[config.mk]
export PLATFORM = sky130hd
export DESIGN_NAME = eep_slave_engine
export DESIGN_NICKNAME = d
export VERILOG_FILES = /design/src/rtl/eep_pkg.sv /design/src/rtl/eep_line_sync.sv /design/src/rtl/eep_cond_detect.sv /design/src/rtl/eep_word_ptr.sv /design/src/rtl/eep_slave_engine.sv
export SDC_FILE = /design/constraint.sdc
export NUM_CORES = 1
export LEC_CHECK = 0
export BUFFER_PORTS_ARGS = -buffer_cell sky130_fd_sc_hd__buf_2
export CORE_ASPECT_RATIO = 1.2
export CORE_UTILIZATION = 50
export CTS_CLUSTER_SIZE = 10
export DETAILED_ROUTE_END_ITERATION = 7
export PLACE_DENSITY_LB_ADDON = 0.12
export SYNTH_ARGS = -nofsm -noshare
export SYNTH_HDL_FRONTEND = slang
export SYNTH_SLANG_ARGS = --single-unit
[constraint.sdc]
create_clock -name clk -period 6.6 [get_ports clk]
set_clock_uncertainty 0.1 [all_clocks]
set_input_delay 0.33 -clock clk [delete_from_list [all_inputs] [get_ports clk]]
set_output_delay 0.33 -clock clk [all_outputs]
set_load 0.1 [all_outputs]
[src/rtl/eep_pkg.sv]
package eep_pkg;

    localparam logic [3:0] DEV_PREFIX = 4'b1010;

    typedef enum logic [2:0] {
        ST_IDLE,
        ST_DEV,
        ST_AHI,
        ST_ALO,
        ST_WDATA,
        ST_RDATA
    } eep_state_t;

    typedef struct packed {
        logic start;
        logic stop;
        logic rise;
        logic fall;
        logic sda;
    } bus_ev_t;

    function automatic logic dev_match(input logic [7:0] b, input logic [2:0] strap);
        return b[7:1] == {DEV_PREFIX, strap};
    endfunction

endpackage

[src/rtl/eep_line_sync.sv]
module eep_line_sync #(
    parameter int STAGES = 2
) (
    input  logic clk,
    input  logic rst,
    input  logic din,
    output logic dout
);
    logic [STAGES-1:0] chain;

    always_ff @(posedge clk) begin
        if (rst) chain <= '1;
        else     chain <= {chain[STAGES-2:0], din};
    end

    assign dout = chain[STAGES-1];
endmodule

[src/rtl/eep_cond_detect.sv]
module eep_cond_detect
    import eep_pkg::*;
#(
    parameter int SYNC_STAGES = 2
) (
    input  logic    clk,
    input  logic    rst,
    input  logic    scl_i,
    input  logic    sda_i,
    output bus_ev_t ev
);
    logic [1:0] raw;
    logic [1:0] synced;
    logic       scl_q, sda_q;

    assign raw = {scl_i, sda_i};

    for (genvar g = 0; g < 2; g++) begin : g_line
        eep_line_sync #(.STAGES(SYNC_STAGES)) u_sync (
            .clk (clk),
            .rst (rst),
            .din (raw[g]),
            .dout(synced[g])
        );
    end

    always_ff @(posedge clk) begin
        if (rst) begin
            scl_q <= 1'b1;
            sda_q <= 1'b1;
        end else begin
            scl_q <= synced[1];
            sda_q <= synced[0];
        end
    end

    always_comb begin
        ev.start = synced[1] & scl_q & sda_q & ~synced[0];
        ev.stop  = synced[1] & scl_q & ~sda_q & synced[0];
        ev.rise  = synced[1] & ~scl_q;
        ev.fall  = ~synced[1] & scl_q;
        ev.sda   = synced[0];
    end
endmodule

[src/rtl/eep_word_ptr.sv]
module eep_word_ptr #(
    parameter int AW = 15,
    parameter int PW = 6
) (
    input  logic          clk,
    input  logic          rst,
    input  logic          load,
    input  logic [AW-1:0] load_val,
    input  logic          page_inc,
    input  logic          seq_inc,
    output logic [AW-1:0] ptr
);
    logic [AW-1:0] page_next;

    if (PW < AW) begin : g_split
        assign page_next = {ptr[AW-1:PW], ptr[PW-1:0] + 1'b1};
    end else begin : g_flat
        assign page_next = ptr + 1'b1;
    end

    always_ff @(posedge clk) begin
        if (rst)           ptr <= '0;
        else if (load)     ptr <= load_val;
        else if (page_inc) ptr <= page_next;
        else if (seq_inc)  ptr <= ptr + 1'b1;
    end
endmodule

[src/rtl/eep_slave_engine.sv]
module eep_slave_engine
    import eep_pkg::*;
#(
    parameter  int DEPTH       = 32768,
    parameter  int PAGE        = 64,
    parameter  int SYNC_STAGES = 2,
    localparam int AW          = $clog2(DEPTH)
) (
    input  logic          clk,
    input  logic          rst,
    input  logic          scl_i,
    input  logic          sda_i,
    input  logic [2:0]    strap_i,
    output logic          sda_pull_o,
    output logic [AW-1:0] rd_addr_o,
    input  logic [7:0]    rd_data_i,
    output logic          wr_valid_o,
    output logic [AW-1:0] wr_addr_o,
    output logic [7:0]    wr_data_o,
    output logic          commit_o,
    input  logic          busy_i
);
    localparam int PW = $clog2(PAGE);
    localparam int HW = AW - 8;

    bus_ev_t       ev;
    eep_state_t    state;
    logic [3:0]    bitcnt;
    logic [7:0]    shreg;
    logic [HW-1:0] addr_hi;
    logic          rw, mack, wr_pend, pull;
    logic [AW-1:0] ptr;
    logic          byte_end, slot_end;
    logic          ptr_load, ptr_page_inc, ptr_seq_inc;
    logic [2:0]    tx_idx;

    eep_cond_detect #(.SYNC_STAGES(SYNC_STAGES)) u_cond (
        .clk  (clk),
        .rst  (rst),
        .scl_i(scl_i),
        .sda_i(sda_i),
        .ev   (ev)
    );

    assign byte_end     = ev.fall && (bitcnt == 4'd8) && (state != ST_IDLE);
    assign slot_end     = ev.fall && (bitcnt == 4'd9) && (state != ST_IDLE);
    assign ptr_load     = byte_end && (state == ST_ALO);
    assign ptr_page_inc = byte_end && (state == ST_WDATA);
    assign ptr_seq_inc  = byte_end && (state == ST_RDATA);
    assign tx_idx       = 3'(4'd7 - bitcnt);

    eep_word_ptr #(.AW(AW), .PW(PW)) u_ptr (
        .clk     (clk),
        .rst     (rst),
        .load    (ptr_load),
        .load_val({addr_hi, shreg}),
        .page_inc(ptr_page_inc),
        .seq_inc (ptr_seq_inc),
        .ptr     (ptr)
    );

    always_ff @(posedge clk) begin
        if (rst) begin
            state   <= ST_IDLE;
            bitcnt  <= '0;
            shreg   <= '0;
            addr_hi <= '0;
            rw      <= 1'b0;
            mack    <= 1'b0;
            wr_pend <= 1'b0;
            pull    <= 1'b0;
        end else if (ev.start) begin
            state  <= ST_DEV;
            bitcnt <= '0;
            pull   <= 1'b0;
        end else if (ev.stop) begin
            state   <= ST_IDLE;
            pull    <= 1'b0;
            wr_pend <= 1'b0;
        end else if (state != ST_IDLE) begin
            if (ev.rise) begin
                if (bitcnt < 4'd8 && state != ST_RDATA)
                    shreg <= {shreg[6:0], ev.sda};
                if (bitcnt == 4'd8 && state == ST_RDATA)
                    mack <= ~ev.sda;
                if (bitcnt < 4'd9)
                    bitcnt <= bitcnt + 4'd1;
            end else if (ev.fall) begin
                if (state == ST_RDATA && bitcnt != 4'd0 && bitcnt < 4'd8) begin
                    pull <= ~shreg[tx_idx];
                end else if (bitcnt == 4'd8) begin
                    unique case (state)
                        ST_DEV: begin
                            if (dev_match(shreg, strap_i) && !busy_i) begin
                                pull <= 1'b1;
                                rw   <= shreg[0];
                            end else begin
                                state <= ST_IDLE;
                                pull  <= 1'b0;
                            end
                        end
                        ST_AHI: begin
                            addr_hi <= shreg[HW-1:0];
                            pull    <= 1'b1;
                        end
                        ST_ALO:   pull <= 1'b1;
                        ST_WDATA: begin
                            pull    <= 1'b1;
                            wr_pend <= 1'b1;
                        end
                        default:  pull <= 1'b0;
                    endcase
                end else if (bitcnt == 4'd9) begin
                    bitcnt <= '0;
                    unique case (state)
                        ST_DEV: begin
                            if (rw) begin
                                state <= ST_RDATA;
                                shreg <= rd_data_i;
                                pull  <= ~rd_data_i[7];
                            end else begin
                                state <= ST_AHI;
                                pull  <= 1'b0;
                            end
                        end
                        ST_AHI: begin
                            state <= ST_ALO;
                            pull  <= 1'b0;
                        end
                        ST_ALO: begin
                            state <= ST_WDATA;
                            pull  <= 1'b0;
                        end
                        ST_RDATA: begin
                            if (mack) begin
                                shreg <= rd_data_i;
                                pull  <= ~rd_data_i[7];
                            end else begin
                                state <= ST_IDLE;
                                pull  <= 1'b0;
                            end
                        end
                        default: pull <= 1'b0;
                    endcase
                end
            end
        end
    end

    assign sda_pull_o = pull;
    assign rd_addr_o  = ptr;
    assign wr_valid_o = ptr_page_inc;
    assign wr_addr_o  = ptr;
    assign wr_data_o  = shreg;
    assign commit_o   = ev.stop && wr_pend;

    logic unused_slot;
    assign unused_slot = slot_end;
endmodule

# Yosys cells after proc, flatten, opt, wreduce, memory -nomap -nowiden

Index checks and enable logic that the tools add are counted.

Register bits: 47
Word-level logic and storage cells: 156
Output and inout bits: 41
Input port bits: 16

Multiplexer cells: 48
Add/sub/neg operators: 4
Order comparisons: 3
Reductions and logical operators: 43
Bitwise operators: 17
Eq/ne operators: 26

Operators by type and width:

| operator                                               | count |
|---|---|
| two-way mux 8 bit                                      | 8 |
| two-way mux 15 bit                                     | 3 |
| AND reduction 9 bit                                    | 3 |
| two-way mux 4 bit                                      | 6 |
| two-way mux 1 bit                                      | 20 |
| two-way mux 3 bit                                      | 6 |
| nonzero test 3 bit                                     | 6 |
| case mux 8 bit (2 select lines)                        | 1 |
| nonzero test 2 bit                                     | 8 |
| adder 15 x 1 -> 15 bit (second input constant)         | 1 |
| inequality test 3 bit (second input constant)          | 5 |
| AND reduction 7 bit                                    | 2 |
| case mux 3 bit (4 select lines)                        | 1 |
| nonzero test 4 bit                                     | 3 |
| logical AND 1 bit                                      | 11 |
| AND reduction 11 bit                                   | 1 |
| inequality test 2 x 1 -> 1 bit (second input constant) | 5 |
| inverter 1 bit                                         | 10 |
| == test 4 bit (second input constant)                  | 2 |
| less-than comparator 4 bit (second input constant)     | 2 |
| inequality test 2 bit (second input constant)          | 4 |
| AND reduction 8 bit                                    | 1 |
| AND 1 bit                                              | 7 |
| == test 7 bit                                          | 1 |
| 20 further kinds                                       | 24 |

# Logic depth before layout (Yosys ltp)

Word-level depth: 11
Gate-level depth with buffers: 9
Depth with buffers taken out: 7

# By module

Synthesis repeated with hierarchy kept, for this count alone.

Cells, all modules: 335
Area, all modules: 2890.3 µm²

Modules (own cells, without submodules):

| module           | times used | cells an instance | seq. area each (µm²) | area each (µm²) |
|---|---|---|---|---|
| eep_slave_engine | 1          | 208               | 520.5                | 1778.0 |
| eep_word_ptr     | 1          | 110               | 300.3                | 914.6 |
| eep_line_sync    | 2          | 4                 | 40.0                 | 52.6 |
| eep_cond_detect  | 1          | 9                 | 40.0                 | 92.6 |

# Worst setup path before layout

No wires, ideal clock.

Kind: flip-flop to output port
Start: register bitcnt[1]
End: output wr_valid_o
Arrival: 2.493 ns
Stages on the path, launching flop included: 5
Path buffers: 1
Path slack: 3.677 ns
Required time: 6.170 ns
Cell sequence: dfxtp_1 -> buf_2 -> nor4b_2 -> nand2_1 -> nor2_1

Longest elaborated chain between the ends: 4

Ends and longest elaborated chain:

| item                            | line                   | text |
|---|---|---|
| start, declared                 | eep_slave_engine.sv:28 | `logic [3:0] bitcnt;` |
| start signal, assigned          | eep_slave_engine.sv:87 | `bitcnt <= bitcnt + 4'd1;` |
| == test 4 bit                   | eep_slave_engine.sv:45 | `assign byte_end = ev.fall && (bitcnt == 4'd8) && (state != ST_IDLE);` |
| logical AND 1 bit (2 in series) | eep_slave_engine.sv:45 |  |
| logical AND 1 bit               | eep_slave_engine.sv:48 | `assign ptr_page_inc = byte_end && (state == ST_WDATA);` |
| end, declared                   | eep_slave_engine.sv:17 | `output logic wr_valid_o,` |

Every way passes these cells.

# Worst setup path after layout

Same ends and word-level chain as after synthesis.

==> results_dict.tcl <==
set metrics [dict create \
    status "completed" \
    synthSimpleGateAreaFrac 0.255 \
    power.leakage_uw 0.00119 \
    track_usage 0.246 \
    synth_cell_types 57 \
    arrival_ns 2.41 \
    fin_cells 461 \
    drcViolationCount 0 \
    drive_gt1_frac 0.218 \
    cellPowerDensity_nw_per_um2 162 \
    antenna_found_initial 0 \
    grt_pass1_vias 2399 \
    path_clk_slew_ns 0.08 \
    wirelength_mm 7.38 \
    htree_levels 2 \
    ant_nets 0 \
    end_kind "output port" \
    worst_pin_slew_ns 0.889 \
    synthTopCellsByArea "dfxtp_1, mux2i_1, nor2_1, o21ai_0, buf_4" \
    netlist_instances 355 \
    first_pass_iters 4 \
    drt_iter0_drc 252 \
    dp_cells 454 \
    fmax_mhz 352 \
    synth_seq_cells 47 \
    syn_to_final_growth_pct 9.18 \
    ir_drop_uv 136 \
    cts_buffer_depth 2 \
    synthFlopType "dfxtp_1" \
    ys_seq_area_frac 0.321 \
    cts-resized-gates 0 \
    io_pins 57 \
    layout_common_cells "buf_2, dfxtp_1, nor2_1" \
    num_rows 30 \
    coreArea_um2 5670 \
    routabilityCongestion 0.860 \
    slew_violations 0 \
    finalSetupViolations 0 \
    yosysTopAreaCellShare 0.321 \
    final_common_cell "buf_2" \
    synth_xor_xnor_area_share 0.0150 \
    viasPerCell 5.87 \
    grt_max_degree 47 \
    worst_slack_ns 3.76 \
    synth_fp_nets 378 \
    hpwl_mm 5.31 \
    nets 404 \
    crit_path_start_kind "register" \
    synth-compound-area-share 0.209 \
    vias 2706 \
    min_period_over_period 0.431 \
    place.port_buffers 56 \
    drv_cap 0 \
    synth_area_um2 2930 \
    cts-root-buf "clkbuf_8" \
    cts_sinks 47 \
    diodes 0 \
    yosysTopAreaCell "dfxtp_1" \
    relSlewSlack 0.407 \
    yosys.area_share.adder 0.0299 \
    async_reset_ff_frac 0 \
    fin_tns_setup_ns 0 \
    ys_warn_count 0 \
    synth_top_family_by_area "simple AND/OR/NAND/NOR gates" \
    place_ws_ns 3.90 \
    synth-edff-count 0 \
    period_needed_ns 2.84 \
    clk_latency_ns 0.30 \
    criticalPathCategory "reg2out" \
    initial_core_util 0.517 \
    synthMuxAreaShare 0.0812 \
    crit_required_ns 6.17 \
    cts_buffers 5 \
    hold_violations 0 \
    die-area_um2 6170 \
    gr-total-overflow 0 \
    wl_per_cell_um 16.0 \
    die_width_um 71.9 \
    grt_first_pass_wirelength_mm 11.9 \
    rsz0062_at_grt "false" \
    final_core_util 0.564 \
    cp_max_fo 9 \
    syn_avg_cell_area_um2 8.25 \
    cts_tree "built" \
    die_h_um 85.8 \
    hold_path_class "in2reg" \
    hold_buffers 0 \
    cts_setup_buffers 0 \
]
cell families after synthesis:
logic type / Yosys count
buf+inv: 49
compound gates: 91
mux: 21
fa+ha+maj: 7
xor+xnor: 5
simple gates: 135
flops: 47
cell usage after synthesis, drive strengths merged (3+ instances only):
library cell / n
o31ai: 3
mux2i: 17
a21oi: 21
o22ai: 3
nand4: 7
a311oi: 4
nand2: 18
nand3b: 3
xor2: 5
nor2b: 3
nor3: 7
dfxtp: 47
or3: 3
o32ai: 3
a211oi: 14
nand3: 10
clkbuf: 14
nor4: 6
or2: 9
nand2b: 8
ha: 7
inv: 12
o21ai: 25
buf: 23
and2: 4
nor2: 38
a31oi: 3
and3: 5
registers in the layout, indices dropped and copies added (netlist names):
name	flops
u_cond.sda_q	1
wr_data_o	8
u_cond.scl_q	1
bitcnt	4
state	3
rw	1
wr_pend	1
u_cond.g_line.u_sync.chain	4
sda_pull_o	1
addr_hi	7
mack	1
u_ptr.ptr	15
routing by layer:
metal,GRT usage,share of wire
met1,0.303,0.44
met2,0.415,0.49
met3,0.0376,0.037
met4,0.119,0.035
met5,0,0
power by group:
| group | internal (uW) | total [uW] | switching [uW] |
|---|---|---|---|
| Clock | 111 | 208 | 96.4 |
| Combinational | 8.99 | 22.9 | 13.9 |
| Sequential | 285 | 286 | 1.57 |
| Total | 405 | 517 | 112 |
worst paths after layout:
path | slack [ns] | from | cells after the start | end
worst max register to register | 3.91 | u_cond.g_line[1].u_sync.chain[1] | 5 | wr_data_o[1]
worst min register to register | 0.31 | u_cond.g_line[0].u_sync.chain[0] | 1 | u_cond.g_line[0].u_sync.chain[1]
worst min-delay path | 0.11 | sda_i | 2 | u_cond.g_line[0].u_sync.chain[0]
worst max-delay path | 3.76 | bitcnt[1] | 4 | wr_valid_o
final cells by class:
| type | instances | area [um^2] |
|---|---|---|
| fillers | 557 | 2470 |
| repair buffers | 56 | 280 |
| clock inverters | 1 | 30.0 |
| multi-input cells | 259 | 1730 |
| flip-flops and latches | 47 | 941 |
| inverters | 12 | 45.0 |
| well taps | 80 | 100 |
| clock buffers | 6 | 72.6 |
through the flow:
| step | power (uW) | area (um^2) | hold WS, ns |
|---|---|---|---|
| global placement | 316 | 3100 | 0.293 |
| CTS | 520 | 3200 | 0.101 |
| detailed placement | 316 | 3100 | 0.293 |
| finish | 517 | 3200 | 0.111 |
| global route | 533 | 3200 | 0.104 |
| floorplan | 308 | 2930 | 0.289 |
worst max-delay path, stage by stage (launching register included):
cell and delay [ns]:
dfxtp_1 0.42, nor4b_2 0.73, nand2_1 0.34, nor2_1 0.18
buf_2 0.44
No activity file was read; power rests on OpenSTA's default activity.
